===== src/rtl/tlb_asid.sv =====
module tlb_asid #(
  parameter int ENTRIES = 8,
  parameter int VPN_W   = 20,
  parameter int PFN_W   = 20,
  parameter int ASID_W  = 8
) (
  input  logic              clk,
  input  logic              rst_n,
  input  logic              lk_valid,
  input  logic [VPN_W-1:0]  lk_vpn,
  input  logic [ASID_W-1:0] lk_asid,
  output logic              lk_hit,
  output logic              lk_miss,
  output logic [PFN_W-1:0]  lk_pfn,
  input  logic              fill_valid,
  input  logic [VPN_W-1:0]  fill_vpn,
  input  logic [ASID_W-1:0] fill_asid,
  input  logic [PFN_W-1:0]  fill_pfn,
  input  logic              flush
);
  localparam int AW = $clog2(ENTRIES);
  typedef logic [ENTRIES-1:0][AW-1:0] age_t;

  logic [ENTRIES-1:0] valid_q;
  logic [VPN_W-1:0]   vpn_q  [ENTRIES];
  logic [ASID_W-1:0]  asid_q [ENTRIES];
  logic [PFN_W-1:0]   pfn_q  [ENTRIES];
  age_t               age_q, age_d;

  logic [ENTRIES-1:0] match;
  logic [AW-1:0]      hit_idx, victim;
  logic               any_match, free_found;

  function automatic age_t touch(age_t a, logic [AW-1:0] idx);
    age_t r = a;
    for (int i = 0; i < ENTRIES; i++)
      if (a[i] < a[idx]) r[i] = a[i] + AW'(1);
    r[idx] = '0;
    return r;
  endfunction

  function automatic age_t reset_ages();
    age_t r;
    for (int i = 0; i < ENTRIES; i++) r[i] = AW'(i);
    return r;
  endfunction

  for (genvar g = 0; g < ENTRIES; g++) begin : g_cmp
    assign match[g] = valid_q[g] && vpn_q[g] == lk_vpn && asid_q[g] == lk_asid;
  end

  always_comb begin
    hit_idx = '0;
    for (int i = ENTRIES - 1; i >= 0; i--)
      if (match[i]) hit_idx = AW'(i);
  end

  always_comb begin
    free_found = 1'b0;
    victim     = '0;
    for (int i = 0; i < ENTRIES; i++)
      if (!valid_q[i] && !free_found) begin
        victim     = AW'(i);
        free_found = 1'b1;
      end
    if (!free_found)
      for (int i = 0; i < ENTRIES; i++)
        if (age_q[i] == AW'(ENTRIES - 1)) victim = AW'(i);
  end

  assign any_match = |match;
  assign lk_hit    = lk_valid && any_match;
  assign lk_miss   = lk_valid && !any_match;
  assign lk_pfn    = pfn_q[hit_idx];

  always_comb begin
    age_d = age_q;
    if (lk_hit)     age_d = touch(age_d, hit_idx);
    if (fill_valid) age_d = touch(age_d, victim);
    if (flush)      age_d = reset_ages();
  end

  always_ff @(posedge clk) begin
    if (!rst_n) begin
      valid_q <= '0;
      age_q   <= reset_ages();
    end else begin
      age_q <= age_d;
      if (flush) valid_q <= '0;
      else if (fill_valid) begin
        valid_q[victim] <= 1'b1;
        vpn_q[victim]   <= fill_vpn;
        asid_q[victim]  <= fill_asid;
        pfn_q[victim]   <= fill_pfn;
      end
    end
  end

  logic [ENTRIES-1:0] age_seen;
  always_comb begin
    age_seen = '0;
    for (int i = 0; i < ENTRIES; i++) age_seen[age_q[i]] = 1'b1;
  end

  AST_AGE_PERMUTATION: assert property (@(posedge clk) disable iff (!rst_n)
    &age_seen);
  AST_FLUSH_EMPTIES: assert property (@(posedge clk) disable iff (!rst_n)
    flush |=> valid_q == '0);
  AST_FILL_USES_FREE: assert property (@(posedge clk) disable iff (!rst_n)
    fill_valid && !flush && !(&valid_q) |=> $countones(valid_q) == $past($countones(valid_q)) + 1);
  AST_FULL_STAYS_FULL: assert property (@(posedge clk) disable iff (!rst_n)
    fill_valid && !flush && (&valid_q) |=> &valid_q);
  AST_FILL_MRU: assert property (@(posedge clk) disable iff (!rst_n)
    fill_valid && !flush |=> age_q[$past(victim)] == '0);
  AST_HIT_MRU: assert property (@(posedge clk) disable iff (!rst_n)
    lk_hit && !fill_valid && !flush |=> age_q[$past(hit_idx)] == '0);
endmodule


===== config.mk =====
export PLATFORM = sky130hd
export DESIGN_NAME = tlb_asid
export DESIGN_NICKNAME = d
export VERILOG_FILES = /design/src/rtl/tlb_asid.sv
export SDC_FILE = /design/constraint.sdc
export NUM_CORES = 1
export LEC_CHECK = 0
export BUFFER_PORTS_ARGS = -buffer_cell sky130_fd_sc_hd__buf_4
export CELL_PAD_IN_SITES_DETAIL_PLACEMENT = 0
export CELL_PAD_IN_SITES_GLOBAL_PLACEMENT = 2
export CORE_UTILIZATION = 30
export DETAILED_ROUTE_END_ITERATION = 8
export PLACE_DENSITY = 0.68
export SLEW_MARGIN = 40
export SYNTH_ARGS = -nofsm -noshare
export SYNTH_HDL_FRONTEND = slang
export SYNTH_SLANG_ARGS = --single-unit

===== constraint.sdc =====
create_clock -name clk -period 6.5 [get_ports clk]
set_input_delay 0.975 -clock clk [delete_from_list [all_inputs] [get_ports clk]]
set_output_delay 0.975 -clock clk [all_outputs]
set_load 0.01 [all_outputs]

Yosys cells after proc, flatten, opt, wreduce, memory -nomap -nowiden:

Memories as Yosys holds them, arrays and structs flattened.
Index checks and enable logic that the tools add are counted.

* flip-flop bits (word level): 32
* RAM bits: 384
* memory bits (read-only): 0
* latch bits: 0
* output and inout bits: 22
* memories: 3

Memories
* pfn_q: depth 8, bits a word 20, read ports 1, clocked after Yosys merged registers in 0, write ports 1, RTL line 27 `logic [PFN_W-1:0] pfn_q [ENTRIES];`
* vpn_q: depth 8, bits a word 20, read ports 8, clocked after Yosys merged registers in 0, write ports 1, RTL line 25 `logic [VPN_W-1:0] vpn_q [ENTRIES];`
* asid_q: depth 8, bits a word 8, read ports 8, clocked after Yosys merged registers in 0, write ports 1, RTL line 26 `logic [ASID_W-1:0] asid_q [ENTRIES];`

* reductions and logical operators: 43
* mux-type cells: 80
* bitwise gates (word level): 6
* $lt $le $gt $ge: 20
* $add $sub $neg: 16
* divide/modulo/power cells: 0
* equal/unequal tests: 24
* shifts and indexed selects: 0
* multipliers: 0

Operators by type and width (count)
* $mux W3: 59
* $eq A20 B20 Y1: 8
* $eq A8 B8 Y1: 8
* $add A3 B1 Y3 const B: 16
* $and A24 B24 Y24: 2
* $lt A3 B3 Y1: 16
* $mux W24: 2
* $not A24 Y24: 2
* $logic_and A1 B1 Y1: 27
* $eq A3 B3 Y1 const B: 8
* $bmux W3 S3: 2
* $demux W3 S3: 2
* $logic_not A1 Y1: 14
* $mux W1: 14
* $lt A3 B4 Y1 const B: 2
* $or A8 B8 Y8: 1
* $reduce_or A8 Y1: 1
* $ge A3 B1 Y1 const B: 2
* $demux W1 S3: 1
* $reduce_or A2 Y1: 1
* $not A1 Y1: 1

Depth between registers and ports, before layout:

* depth after elaboration: 37
* gate-level depth with buffers: 28

Least setup slack after synthesis:

Ideal clock, no wire load.

* kind: input -> register
* start: in lk_vpn[16]
* end: reg age_q[6] (netlist bit)
* arrival: 6799 ps
* stages on the path: 26
* required time: 6421 ps
* slack: -378 ps
* buffers on the path: 4
* cells stage by stage: buf_4 > xor2_1 > nor4_2 > nand4_1 > a2111oi_1 > o21ai_1 > o21ai_2 > buf_6 > clkbuf_1 > clkbuf_1 > mux2i_1 > o22ai_1 > nor2_1 > ha_1 > nor4_1 > a41o_1 > and4b_1 > or2_2 > inv_2 > o32ai_1 > nor3_2 > nand3_1 > maj3_2 > maj3_2 > or4_1 > o211ai_1

* cells in the longest elaborated chain, start to end: 25
* elaborated cells on any way between the ends: 76
* classes of those cells: add/sub: 1; order compare: 11; eq/ne: 8; mux: 34; bitwise: 3; reduce/logical: 19

RTL lines
* from (decl): RTL line 10 `input logic [VPN_W-1:0] lk_vpn,`
* $eq A20 B20 Y1: RTL line 49 `assign match[g] = valid_q[g] && vpn_q[g] == lk_vpn && asid_q[g] == lk_asid;`
* $logic_and A1 B1 Y1 (2 in series): RTL line 49
* $mux W3 (8 in series): RTL line 55 `if (match[i]) hit_idx = AW'(i);`
* $bmux W3 S3 (tied with other cells): RTL line 37 `if (a[i] < a[idx]) r[i] = a[i] + AW'(1);`
* $mux W3 (implied by the code) / $logic_and A1 B1 Y1 (equally long branches): RTL line 37, 38
* $lt A3 B3 Y1 / $mux W3 (equally long branches): RTL line 37, 38
* $mux W3 / $demux W3 S3 (equally long branches): RTL line 37, 38
* $mux W3 / $not A24 Y24 (equally long branches)
* $and A24 B24 Y24 (no source line)
* $mux W24 *: RTL line 78 `if (lk_hit) age_d = touch(age_d, hit_idx);`
* $bmux W3 S3: RTL line 37
* $mux W3 (implied by the code): RTL line 37
* $lt A3 B3 Y1: RTL line 37
* $mux W3: RTL line 37
* $mux W3: RTL line 79 `if (fill_valid) age_d = touch(age_d, victim);`
* $and A24 B24 Y24 (no source line)
* $mux W24 *: RTL line 79
* to (signal assigned): RTL line 86 `age_q <= reset_ages();`
* to (signal assigned): RTL line 88 `age_q <= age_d;`
* to (decl): RTL line 28 `age_t age_q, age_d;`

Every way passes the cells marked *; elsewhere a longest branch is shown, timed or not. The select of a mux whose other input is x is not followed.
A chain may end at the register's enable or synchronous reset.

Worst setup path after layout:

* start: in lk_vpn[10]
* end: reg age_q[10] (netlist bit)

Same word-level chain as after synthesis.

==> impl_metrics.toml <==
[run_status]
status = "completed"

[synth]
synth_area_sq_mm = 0.02047
ys_ff_latch = 416
avgSynthCellArea_sq_um = 12.60
synthFlopType = "edfxtp_1"
yosysSeqAreaShare_pct = 59.46
syn-instance-count = 1624
synth-edff-count = 384
syn-num-nets = 1737
synth_cell_types = 96
synthArstFlopShare_pct = 0
yosys_warnings = 0

[layout]
layout-drive-gt1-share_pct = 27.14
final_cells = 2923
regArea_sq_mm = 0.01217
postLayoutCoreUtil_pct = 38.66
multi_input_area_sq_mm = 0.007895
fillCellCount = 6407
area_growth_pct = 27.29
final_nets = 2131

[min_path]
min-delay-start = "valid_q[3]"
whs_endpoint = "valid_q[3]"
hp-class = "reg2reg"
hold_depth = 2

[global_routing]
track_usage_pct = 20.55
grt_pass1_wl_um = 104600
grt_max_degree = 50
met2_usage_pct = 32.58
grt_pass1_vias = 15120
antenna_found_initial = 1
grt_overflow = 0
grt-busiest-layer = "met2"
grtUsageMet3_pct = 2.769
use_met1_pct = 29.11

[setup_path]
cp_max_fo = 7
worstPathArrival_ns = 6.67
critPathSlowestCell = "or4_4"
criticalPathCategory = "in2reg"
crit_family = "compound AO/OA/AOI/OAI gates"
required_ns = 6.97
r2r-end = "age_q[10]"
cp-end-kind = "flop"
path_buf_inv = 5
crit_path_start_kind = "input port"
r2r_start = "vpn_q[3][10]"
cp_common_cell = "buf_4"
slowest_delay_ns = 0.53
critical_path_depth = 28
r2r_setup_slack_ns = 0.46
reg2reg_depth = 27

[timing]
fin_ws_ns = 0.3003
fin_setup_tns_ns = 0
tightest_slew_ns = 0.8248
worst_clock_skew_ns = 0.03510
finalSetupViolCount = 0
maxSlewViolCount = 0
finalHoldViolCount = 0
relSlewSlack_pct = 44.88
min_period_ns = 6.200
fmax_mhz = 161.3
finalCritPeriodShare_pct = 95.38
rsz0062_at_grt = "false"

[pwr]
p_clk_share_pct = 43.7
ir_drop_v = 0.0002162
power.internal_mw = 4.654
power.total_mw = 5.979
combPwrFrac_pct = 7.0
p_per_area_mw_per_mm2 = 229.5
switching_power_mw = 1.325
pwr-share-seq_pct = 49.2
leakagePower_nw = 9.070
swShare_pct = 22.16

[clock_tree]
cts.sinks = 416
cts.root.buffer_cell = "clkbuf_16"
cts-resized-gates = 0
cts_tree = "yes"
numCtsBuffers = 46
htreeDepth = 2
clk_path_buf_depth = 3
cts_setup_buffers = 0
hold_buffers = 0
insertion_delay_ns = 0.59
clk_transition_reported_paths_ns = 0.06

[routing]
wl_per_cell_um = 24.64
drt_iter0_markers = 1378
ant_nets = 0
dr_total_vias = 15380
viasPerCell = 5.263
drc = 0
wirelength_um = 72010
dr.pass1.iters = 6

[floorplan]
io_pins = 103
die_w_um = 263.2
die_height_um = 263.2
rows = 95
die_area_sq_mm = 0.06928
start_util_pct = 30.37
fp.coreArea_sq_mm = 0.06740

[placement]
post-place-ws_ns = -0.5267
finalWeightedCongestion = 0.9390
hpwlAfterDp_um = 51500
place.port_buffers = 102
dp.cells = 2843

[run]
maxCapViolCount = 0
-- layout make-up --
cell class,instances,share of cell area (%)
antenna,1,0.009604
clock buffer,57,4.576
clock inverter,22,1.090
inverter,36,0.5186
multi-input combinational,1096,30.30
sequential,416,46.72
tap,873,4.192
timing repair buffer,422,12.60
-- worst reg2reg max path: cells and delay by family, from the launching register on --
kind                     cells  cell delay (ns)
buffers and inverters        4             0.62
flip-flops                   1             0.38
AND/OR/NAND/NOR             12             2.17
adder cells (fa/ha/maj)      1             0.25
XOR/XNOR                     1             0.19
AO/OA/AOI/OAI                9             2.34
-- registers in the layout (all words and copies together), names as in the netlist --
name / flops
age_q: 24
asid_q: 64
pfn_q: 160
valid_q: 8
vpn_q: 160
-- metal layers --
| metal | vias to the layer above | share of wire [%] |
|---|---|---|
| met2 | 536 | 46 |
| met1 | 7682 | 46 |
| met3 | 102 | 5.4 |
| met4 | 0 | 2.7 |
| met5 | - | 0 |
| li1 | 7063 | - |
-- power by group through the flow --
stage	clock, mW	combinational, mW	sequential (mW)
after floorplan	0	0.176	3.00
after global placement	0	0.414	3.00
after detailed placement	0	0.416	3.00
after CTS	2.68	0.418	2.94
after global routing	2.77	0.448	2.94
final	2.62	0.421	2.94
-- stage by stage --
stage	hold slack [ns]	instance area, sq um
finish	0.5460	26060
global route	0.5810	26050
CTS	0.5466	25970
detailed placement	0.5295	24490
global placement	0.5300	24460
floorplan	0.4770	20470
-- cell usage after synthesis, types with 12 or more instances --
| cell type | instances | area [sq um] |
|---|---|---|
| a21o_1 | 12 | 90.09 |
| a21oi_1 | 35 | 175.2 |
| a221oi_1 | 15 | 131.4 |
| a22oi_1 | 29 | 217.7 |
| and2_1 | 23 | 143.9 |
| buf_2 | 15 | 75.07 |
| buf_4 | 14 | 105.1 |
| clkbuf_1 | 32 | 120.1 |
| dfxtp_1 | 32 | 640.6 |
| edfxtp_1 | 384 | 11530 |
| ha_1 | 32 | 400.4 |
| inv_1 | 35 | 131.4 |
| mux2i_1 | 26 | 260.3 |
| nand2_1 | 105 | 394.1 |
| nand2b_1 | 26 | 162.7 |
| nand3_1 | 65 | 325.3 |
| nand4_1 | 78 | 488.0 |
| nor2_1 | 69 | 259.0 |
| nor3_1 | 34 | 170.2 |
| nor4_1 | 41 | 256.5 |
| o211ai_1 | 15 | 112.6 |
| o21ai_0 | 29 | 145.1 |
| or2_2 | 12 | 75.07 |
| xnor2_1 | 165 | 1445 |
| xor2_1 | 49 | 429.2 |
-- kinds of logic (layout without fill, tap and decap cells) --
family | count (synthesis) | count (layout) | synth area share [%]
AO/OA/AOI/OAI | 282 | 282 | 10.37
XOR/XNOR | 217 | 217 | 9.395
adder cells (fa/ha/maj) | 44 | 44 | 2.579
buffers and inverters | 112 | 537 | 2.775
flip-flops | 416 | 416 | 59.46
multiplexers | 37 | 37 | 1.895
other | 0 | 1 | 0
AND/OR/NAND/NOR | 516 | 516 | 13.52
-- cell usage in the layout, fill, tap and decap left out, drive strengths merged, types with 11 or more instances in the layout --
master,instances
a21oi,35
nor3,36
a21o,12
or2,13
mux2i,26
mux2,11
and2,24
maj3,12
clkinv,14
o21ai,36
a221oi,16
a211oi,11
xor2,49
nand2b,26
buf,422
o211ai,15
nand2,106
nand4,78
a22oi,29
nor4,43
inv,38
clkbuf,57
xnor2,168
nand3,65
ha,32
edfxtp,384
nor2,71
dfxtp,32
-- how the worst max path moves through the flow --
stage / start / slack, ns / end
floorplan: lk_vpn[10] / 0.03 / age_q[6]
global placement: lk_vpn[1] / -0.48 / age_q[11]
detailed placement: lk_vpn[1] / -0.53 / age_q[16]
CTS: lk_vpn[1] / 0.09 / age_q[16]
global route: lk_vpn[10] / 0.004 / age_q[9]
finish: lk_vpn[10] / 0.30 / age_q[10]
(Power assumes the default switching activity.)
